## src/rtl/sio_pkg.sv

```systemverilog
package sio_pkg;
  localparam int DATA_W  = 8;
  localparam int FRAME_W = 11;

  typedef enum logic [1:0] {DIV_1 = 2'd0, DIV_16 = 2'd1, DIV_64 = 2'd2, DIV_RST = 2'd3} div_sel_e;
  typedef enum logic [1:0] {TXC_LO_QUIET = 2'd0, TXC_LO_IRQ = 2'd1,
                            TXC_HI_QUIET = 2'd2, TXC_LO_BREAK = 2'd3} txc_e;
  typedef enum logic [1:0] {RX_IDLE, RX_START, RX_BITS} rx_state_e;

  typedef struct packed {
    logic       rx_ie;
    logic [1:0] txc;
    logic [2:0] fmt;
    logic [1:0] div;
  } ctrl_t;

  function automatic logic [6:0] div_ticks(input logic [1:0] d);
    case (d)
      2'd0:    return 7'd1;
      2'd1:    return 7'd16;
      default: return 7'd64;
    endcase
  endfunction

  function automatic logic [3:0] data_bits(input logic [2:0] f);
    return f[2] ? 4'd8 : 4'd7;
  endfunction

  function automatic logic has_parity(input logic [2:0] f);
    return !(f == 3'd4 || f == 3'd5);
  endfunction

  // odd parity formats are the odd codes
  function automatic logic odd_parity(input logic [2:0] f);
    return f[0];
  endfunction

  function automatic logic [3:0] stop_bits(input logic [2:0] f);
    return (f == 3'd0 || f == 3'd1 || f == 3'd4) ? 4'd2 : 4'd1;
  endfunction

  function automatic logic [3:0] frame_len(input logic [2:0] f);
    return 4'd1 + data_bits(f) + {3'b000, has_parity(f)} + stop_bits(f);
  endfunction

  function automatic logic [DATA_W-1:0] mask_data(input logic [2:0] f, input logic [DATA_W-1:0] d);
    return (data_bits(f) == 4'd8) ? d : {1'b0, d[DATA_W-2:0]};
  endfunction

  function automatic logic parity_of(input logic [2:0] f, input logic [DATA_W-1:0] d);
    return (^mask_data(f, d)) ^ odd_parity(f);
  endfunction

  // bit 0 goes out first; unused upper bits are idle high
  function automatic logic [FRAME_W-1:0] build_frame(input logic [2:0] f, input logic [DATA_W-1:0] d);
    logic [FRAME_W-1:0] fr;
    fr = '1;
    fr[0] = 1'b0;
    for (int i = 0; i < DATA_W; i++)
      if (i < int'(data_bits(f))) fr[1+i] = d[i];
    if (has_parity(f)) fr[4'd1 + data_bits(f)] = parity_of(f, d);
    return fr;
  endfunction

  function automatic logic irq_req(input logic rdrf, input logic tdre, input ctrl_t c);
    return (rdrf && c.rx_ie) || (tdre && (c.txc == TXC_LO_IRQ));
  endfunction
endpackage

```

## src/rtl/sio_tx.sv

```systemverilog
module sio_tx
  import sio_pkg::*;
(
  input  logic              clk,
  input  logic              rst_n,
  input  logic              clr,
  input  logic              tick,
  input  logic [1:0]        div,
  input  logic [2:0]        fmt,
  input  logic              wr_data,
  input  logic [DATA_W-1:0] wdata,
  input  logic              brk,
  output logic              txd,
  output logic              tdre,
  output logic              busy,
  output logic              load_evt
);
  logic [DATA_W-1:0]  hold_q;
  logic [FRAME_W-1:0] shift_q;
  logic [3:0]         left_q;
  logic [6:0]         phase_q;
  logic               bit_end;

  assign load_evt = !busy && !tdre && !wr_data && !clr;
  assign bit_end  = busy && tick && (phase_q == div_ticks(div) - 7'd1);

  always_ff @(posedge clk or negedge rst_n) begin
    if (!rst_n) begin
      hold_q  <= '0;
      tdre    <= 1'b1;
      busy    <= 1'b0;
      shift_q <= '1;
      left_q  <= '0;
      phase_q <= '0;
    end else if (clr) begin
      tdre    <= 1'b1;
      busy    <= 1'b0;
      shift_q <= '1;
      left_q  <= '0;
      phase_q <= '0;
    end else begin
      if (wr_data) begin
        hold_q <= wdata;
        tdre   <= 1'b0;
      end else if (load_evt) begin
        tdre <= 1'b1;
      end
      if (load_evt) begin
        shift_q <= build_frame(fmt, hold_q);
        left_q  <= frame_len(fmt);
        phase_q <= '0;
        busy    <= 1'b1;
      end else if (busy && tick) begin
        if (bit_end) begin
          phase_q <= '0;
          shift_q <= {1'b1, shift_q[FRAME_W-1:1]};
          left_q  <= left_q - 4'd1;
          if (left_q == 4'd1) busy <= 1'b0;
        end else begin
          phase_q <= phase_q + 7'd1;
        end
      end
    end
  end

  assign txd = brk ? 1'b0 : (busy ? shift_q[0] : 1'b1);
endmodule

```

## src/rtl/sio_rx.sv

```systemverilog
module sio_rx
  import sio_pkg::*;
(
  input  logic              clk,
  input  logic              rst_n,
  input  logic              clr,
  input  logic              tick,
  input  logic [1:0]        div,
  input  logic [2:0]        fmt,
  input  logic              rxd,
  input  logic              rd_ack,
  output logic [DATA_W-1:0] rx_data,
  output logic              rdrf,
  output logic              fe,
  output logic              ovrn,
  output logic              pe,
  output logic              frame_end,
  output logic              load_evt,
  output logic              lost_evt
);
  rx_state_e         state_q;
  logic [6:0]        phase_q;
  logic [3:0]        idx_q;
  logic [9:0]        bits_q;
  logic [9:0]        cur;
  logic [6:0]        full_m1, half_m1;
  logic [3:0]        last_idx;
  logic              sample;
  logic [DATA_W-1:0] dword;
  logic              par_bad;

  assign full_m1  = div_ticks(div) - 7'd1;
  assign half_m1  = (div_ticks(div) >> 1) - 7'd1;
  assign last_idx = data_bits(fmt) + {3'b000, has_parity(fmt)};
  assign sample   = (state_q == RX_BITS) && tick && (phase_q == full_m1);

  always_comb begin
    cur        = bits_q;
    cur[idx_q] = rxd;
  end

  assign dword     = mask_data(fmt, cur[DATA_W-1:0]);
  assign par_bad   = has_parity(fmt) && (cur[data_bits(fmt)] != parity_of(fmt, dword));
  assign frame_end = sample && (idx_q == last_idx);
  assign load_evt  = frame_end && (!rdrf || rd_ack);
  assign lost_evt  = frame_end && rdrf && !rd_ack;

  always_ff @(posedge clk or negedge rst_n) begin
    if (!rst_n) begin
      state_q <= RX_IDLE;
      phase_q <= '0;
      idx_q   <= '0;
      bits_q  <= '0;
      rx_data <= '0;
      rdrf    <= 1'b0;
      fe      <= 1'b0;
      ovrn    <= 1'b0;
      pe      <= 1'b0;
    end else if (clr) begin
      state_q <= RX_IDLE;
      phase_q <= '0;
      idx_q   <= '0;
      rx_data <= '0;
      rdrf    <= 1'b0;
      fe      <= 1'b0;
      ovrn    <= 1'b0;
      pe      <= 1'b0;
    end else begin
      if (tick) begin
        case (state_q)
          RX_IDLE: if (!rxd) begin
            phase_q <= '0;
            idx_q   <= '0;
            state_q <= (div == DIV_1) ? RX_BITS : RX_START;
          end
          RX_START: if (phase_q == half_m1) begin
            phase_q <= '0;
            state_q <= rxd ? RX_IDLE : RX_BITS;
          end else begin
            phase_q <= phase_q + 7'd1;
          end
          RX_BITS: if (phase_q == full_m1) begin
            phase_q <= '0;
            bits_q  <= cur;
            if (idx_q == last_idx) state_q <= RX_IDLE;
            else idx_q <= idx_q + 4'd1;
          end else begin
            phase_q <= phase_q + 7'd1;
          end
          default: state_q <= RX_IDLE;
        endcase
      end
      if (rd_ack) begin
        rdrf <= 1'b0;
        ovrn <= 1'b0;
        pe   <= 1'b0;
      end
      if (lost_evt) ovrn <= 1'b1;
      if (load_evt) begin
        rx_data <= dword;
        rdrf    <= 1'b1;
        fe      <= !rxd;
        pe      <= par_bad;
      end
    end
  end
endmodule

```

## src/rtl/sio_adapter.sv

```systemverilog
module sio_adapter
  import sio_pkg::*;
#(
  parameter int PRESCALE = 1
) (
  input  logic              clk,
  input  logic              rst_n,
  input  logic              reg_sel,
  input  logic              wr_en,
  input  logic              rd_en,
  input  logic [DATA_W-1:0] wdata,
  output logic [DATA_W-1:0] rdata,
  input  logic              rxd,
  output logic              txd,
  input  logic              cts_in,
  input  logic              dcd_in,
  output logic              rts_out,
  output logic              irq_out
);
  localparam int PRE_W = (PRESCALE > 1) ? $clog2(PRESCALE) : 1;

  ctrl_t             ctrl_q;
  logic              ctrl_we, data_we, rd_ack, clr, tick, brk, rx_ie_en;
  logic              tdre, tx_busy, tx_load;
  logic              rdrf, fe, ovrn, pe, rx_end, rx_load, rx_lost;
  logic [DATA_W-1:0] rx_data;
  logic [DATA_W-1:0] status;

  assign ctrl_we  = wr_en && !reg_sel;
  assign clr      = (ctrl_q.div == DIV_RST);
  assign data_we  = wr_en && reg_sel && !clr;
  assign rd_ack   = rd_en && reg_sel && !clr;
  assign brk      = (ctrl_q.txc == TXC_LO_BREAK);
  assign rx_ie_en = ctrl_q.rx_ie;

  always_ff @(posedge clk or negedge rst_n) begin
    if (!rst_n) ctrl_q <= ctrl_t'({6'b000000, DIV_RST});
    else if (ctrl_we) ctrl_q <= ctrl_t'(wdata);
  end

  generate
    if (PRESCALE > 1) begin : g_pre
      logic [PRE_W-1:0] cnt_q;
      always_ff @(posedge clk or negedge rst_n) begin
        if (!rst_n) cnt_q <= '0;
        else if (cnt_q == PRE_W'(PRESCALE - 1)) cnt_q <= '0;
        else cnt_q <= cnt_q + 1'b1;
      end
      assign tick = (cnt_q == PRE_W'(PRESCALE - 1));
    end else begin : g_nopre
      assign tick = 1'b1;
    end
  endgenerate

  sio_tx u_tx (
    .clk(clk), .rst_n(rst_n), .clr(clr), .tick(tick),
    .div(ctrl_q.div), .fmt(ctrl_q.fmt),
    .wr_data(data_we), .wdata(wdata), .brk(brk),
    .txd(txd), .tdre(tdre), .busy(tx_busy), .load_evt(tx_load)
  );

  sio_rx u_rx (
    .clk(clk), .rst_n(rst_n), .clr(clr), .tick(tick),
    .div(ctrl_q.div), .fmt(ctrl_q.fmt),
    .rxd(rxd), .rd_ack(rd_ack),
    .rx_data(rx_data), .rdrf(rdrf), .fe(fe), .ovrn(ovrn), .pe(pe),
    .frame_end(rx_end), .load_evt(rx_load), .lost_evt(rx_lost)
  );

  assign irq_out = irq_req(rdrf, tdre, ctrl_q);
  assign rts_out = (ctrl_q.txc == TXC_HI_QUIET);
  assign status  = {irq_out, pe, ovrn, fe, cts_in, dcd_in, tdre, rdrf};
  assign rdata   = reg_sel ? rx_data : status;
endmodule

```

## config.mk

```make
export PLATFORM = sky130hd
export DESIGN_NAME = sio_adapter
export DESIGN_NICKNAME = d
export VERILOG_FILES = /design/src/rtl/sio_pkg.sv /design/src/rtl/sio_tx.sv /design/src/rtl/sio_rx.sv /design/src/rtl/sio_adapter.sv
export SDC_FILE = /design/constraint.sdc
export NUM_CORES = 1
export LEC_CHECK = 0
export ABC_AREA = 1
export BUFFER_PORTS_ARGS = -buffer_cell sky130_fd_sc_hd__buf_2
export CORE_MARGIN = 3
export CORE_UTILIZATION = 45
export DETAILED_ROUTE_END_ITERATION = 10
export HOLD_SLACK_MARGIN = 0.02
export PLACE_DENSITY = 0.74
export SLEW_MARGIN = 20
export SYNTH_ARGS = -nofsm -noshare
export SYNTH_HDL_FRONTEND = slang
export SYNTH_SLANG_ARGS = --single-unit
```

## constraint.sdc

```tcl
create_clock -name clk -period 2.25 [get_ports clk]
set_clock_uncertainty 0.15 [all_clocks]
set_input_delay 0.5625 -clock clk [delete_from_list [all_inputs] [get_ports clk]]
set_output_delay 0.5625 -clock clk [all_outputs]
set_load 0.02 [all_outputs]
```

==> run_results.csv <==
group,metric,value,unit
drt,wire_per_inst,13.8,um
drt,vias_per_cell,5.28,
global_route,grt_max_degree,74,
sta,hold_slack,0.0424,ns
layout,nets,652,
setup_path,worstPathRequired,2.35,ns
drt,wirelength,10.4,mm
pwr,peakVddDrop,0.820,mV
clock_network,path_clk_slew,0.10,ns
sta,tightest_slew,0.597,ns
setup_path,cpPeakStageDelay,0.55,ns
synth,ys_types,44,
sta,fin_ws,0.0433,ns
setup_path,crit_type,"flip-flop to flip-flop",
synth,synth_nets,605,
setup_path,crit_chain,"buf_4, nor2_4, inv_2, ha_4, nand2_1, nand4_1, nor2_4, nand2_4, inv_8, nand2_8, mux2_4",
sta,fin_crit_sh,98.1,%
placement,place_ws,-0.0455,ns
clock_network,clock_sinks,73,
layout,drive_gt1_share,26.0,%
placement,place_hpwl,7.58,mm
placement,place_area,4890,um^2
setup_path,cp-start-kind,"flip-flop",
floorplanning,die_h,106,um
global_route,antenna_found_initial,0,
pwr,p_leak,2.58,nW
layout,final_area,5280,um^2
sta,setup_viol,0,
setup_path,cp_common_cell,"nor2_4",
clock_network,htree_levels,3,
placement,port-buffer-count,26,
layout,multi_input_area,2400,um^2
synth,ys_seq_area_share,41.1,%
layout,synthToLayoutAreaGrowth,17.7,%
clock_network,clk_path_buf_depth,2,
drt,drt_iter0_drc,249,
drt,drc,0,
global_route,grt_pass1_vias,3859,
pwr,pwr_density_cell,1090,nW/um^2
synth,ys_ff_latch,73,
synth,syn_avg_cell_area,7.80,um^2
floorplanning,dieArea,11200,um^2
outcome,status,"complete, no violations",
placement,gp_congestion,0.833,
global_route,grt_pass1_wl,17.6,mm
sta,max_freq,0.453,GHz
clock_network,holdBufCountCts,0,
drt,num_vias,3994,
synth,synth_warnings,0,
clock_network,cts_buffers,9,
global_route,grt_usage,19.4,%
synth,async_flop_share,100,%
sta,layout_min_cycle_time,2.21,ns
sta,hold_viol,0,
floorplanning,core,9460,um^2
global_route,grt_overflow,0,
layout,instances_no_fill,756,
placement,placed_cells,736,
hold_path,min_path_type,"primary input to asynchronous set/reset pin",
clock_network,cts_tree,"built",
flow_run,cap_violations,0,
layout,regArea,1840,um^2
synth,synth_edf_count,0,
sta,slew_violations,0,
setup_path,end_kind,"flip-flop",
sta,rsz0062_at_grt,"true",
setup_path,cp_slowest_cell,"dfstp_2",
clock_network,root_buffer,"clkbuf_8",
floorplanning,start_util,47.4,%
synth,syn-cell-area,4480,um^2
sta,relSlewSlack,60.2,%
synth,synthCells,575,
layout,antenna_cells,0,
pwr,p_total,5.77,mW
synth,ys.flop_type,"dfrtp_1",
clock_network,insertion_delay,0.36,ns
setup_path,path_max_fanout,5,
floorplanning,die_w,106,um
drt,dr.pass1.iters,4,
drt,postRouteAntennaNets,0,
floorplanning,io_pins,27,
setup_path,worstPathArrival,2.31,ns
floorplanning,std_cell_rows,35,
layout,n_fill_cell,853,
## placed cells by master (no fill, tap or decap), types with 5 or more instances in the layout
cell	instances
ha_1	13
clkbuf_8	9
dfstp_2	13
o21ai_2	15
o22ai_2	9
buf_4	21
xor2_1	8
a21oi_1	11
xnor2_1	6
o21ai_0	45
o21ai_1	13
nand2_4	8
inv_2	9
nand2_1	151
nor3_1	7
inv_1	63
nor2_1	30
nand4_1	9
nand2_2	12
o22ai_1	7
a21oi_2	5
buf_2	26
dfrtp_1	59
nand3_1	34
## Yosys cell counts (all sizes together), types with 10 or more instances
cell type  count  area share (%)
a21oi         16             1.9
buf           12             2.0
dfrtp         60              33
dfstp         13             7.6
ha            14             3.9
inv           74             6.4
nand2        172              16
nand3         38             4.7
nand4         10             1.7
nor2          36             3.6
o21ai         74             9.3
o22ai         16             3.1
## state kept, by name (all words and copies together), names as in the netlist, 2 cells and up
name	cells
ctrl_q	7
u_rx.bits_q	9
u_rx.idx_q	4
u_rx.phase_q	7
u_rx.rx_data	8
u_rx.state_q	2
u_tx.hold_q	8
u_tx.left_q	4
u_tx.phase_q	7
u_tx.shift_q	10
## final timing paths
kind / endpoint / slack [ns] / cells past startpoint / startpoint
min in group clk: ctrl_q[1] / 0.29 / 3 / wdata[1]
max reg2reg: u_rx.bits_q[8] / 0.04 / 11 / ctrl_q[0]
min reg2reg: u_tx.shift_q[8] / 0.33 / 2 / u_tx.shift_q[8]
max in group asynchronous: ctrl_q[0] / 1.53 / 2 / rst_n
min: u_tx.hold_q[4] / 0.04 / 2 / rst_n
max: u_rx.bits_q[8] / 0.04 / 11 / ctrl_q[0]
## metrics by stage
step	util, %	setup TNS (ns)
finish	55.8	0
global route	55.8	-0.878
CTS	53.9	0
detailed placement	51.7	-0.107
global placement	51.7	0
floorplan	-	0
## metal layers
| metal | up-vias | share of wire, % | GRT usage [%] |
|---|---|---|---|
| met1 | 1913 | 45 | 24.7 |
| met3 | 19 | 4.2 | 4.78 |
| met5 | - | 0 | 0 |
| met4 | 0 | 1.6 | 5.74 |
| met2 | 92 | 50 | 32.6 |
| li1 | 1970 | - | - |
## where the power goes
group / internal (mW) / total [mW] / switching, mW
sequential: 1.69 / 1.98 / 0.288
combinational: 1.04 / 2.76 / 1.72
clock: 0.435 / 1.03 / 0.599
total: 3.16 / 5.77 / 2.61
## what timing repair did
item	4_1_cts	5_1_grt
setup endpoints to repair	15	51
gates cloned	0	1
pin swaps	2	3
setup buffers	0	3
gates resized for setup	4	36
## cells by family after synthesis
group / after synthesis / share of synthesized area [%]
flip-flops: 73 / 41.1
buffers and inverters: 90 / 8.71
adder cells (fa/ha/maj): 14 / 3.91
AND/OR/NAND/NOR: 270 / 27.7
multiplexers: 1 / 0.335
XOR/XNOR: 15 / 3.10
AO/OA/AOI/OAI: 112 / 15.2
## area by class of cell
cell class | instances | share of cell area, %
tap | 129 | 3.06
clock buffer | 9 | 2.35
sequential | 73 | 34.9
clock inverter | 7 | 1.35
inverter | 74 | 5.45
multi-input combinational | 412 | 45.4
timing repair buffer | 52 | 7.44
## critical path: cells and delay by family (launching register included)
kind / cells / cell delay [ns]
fa+ha+maj: 1 / 0.21
buf+inv: 3 / 0.32
flops: 1 / 0.55
mux: 1 / 0.31
simple gates: 6 / 0.57
Power figures use the tool's default switching activity.
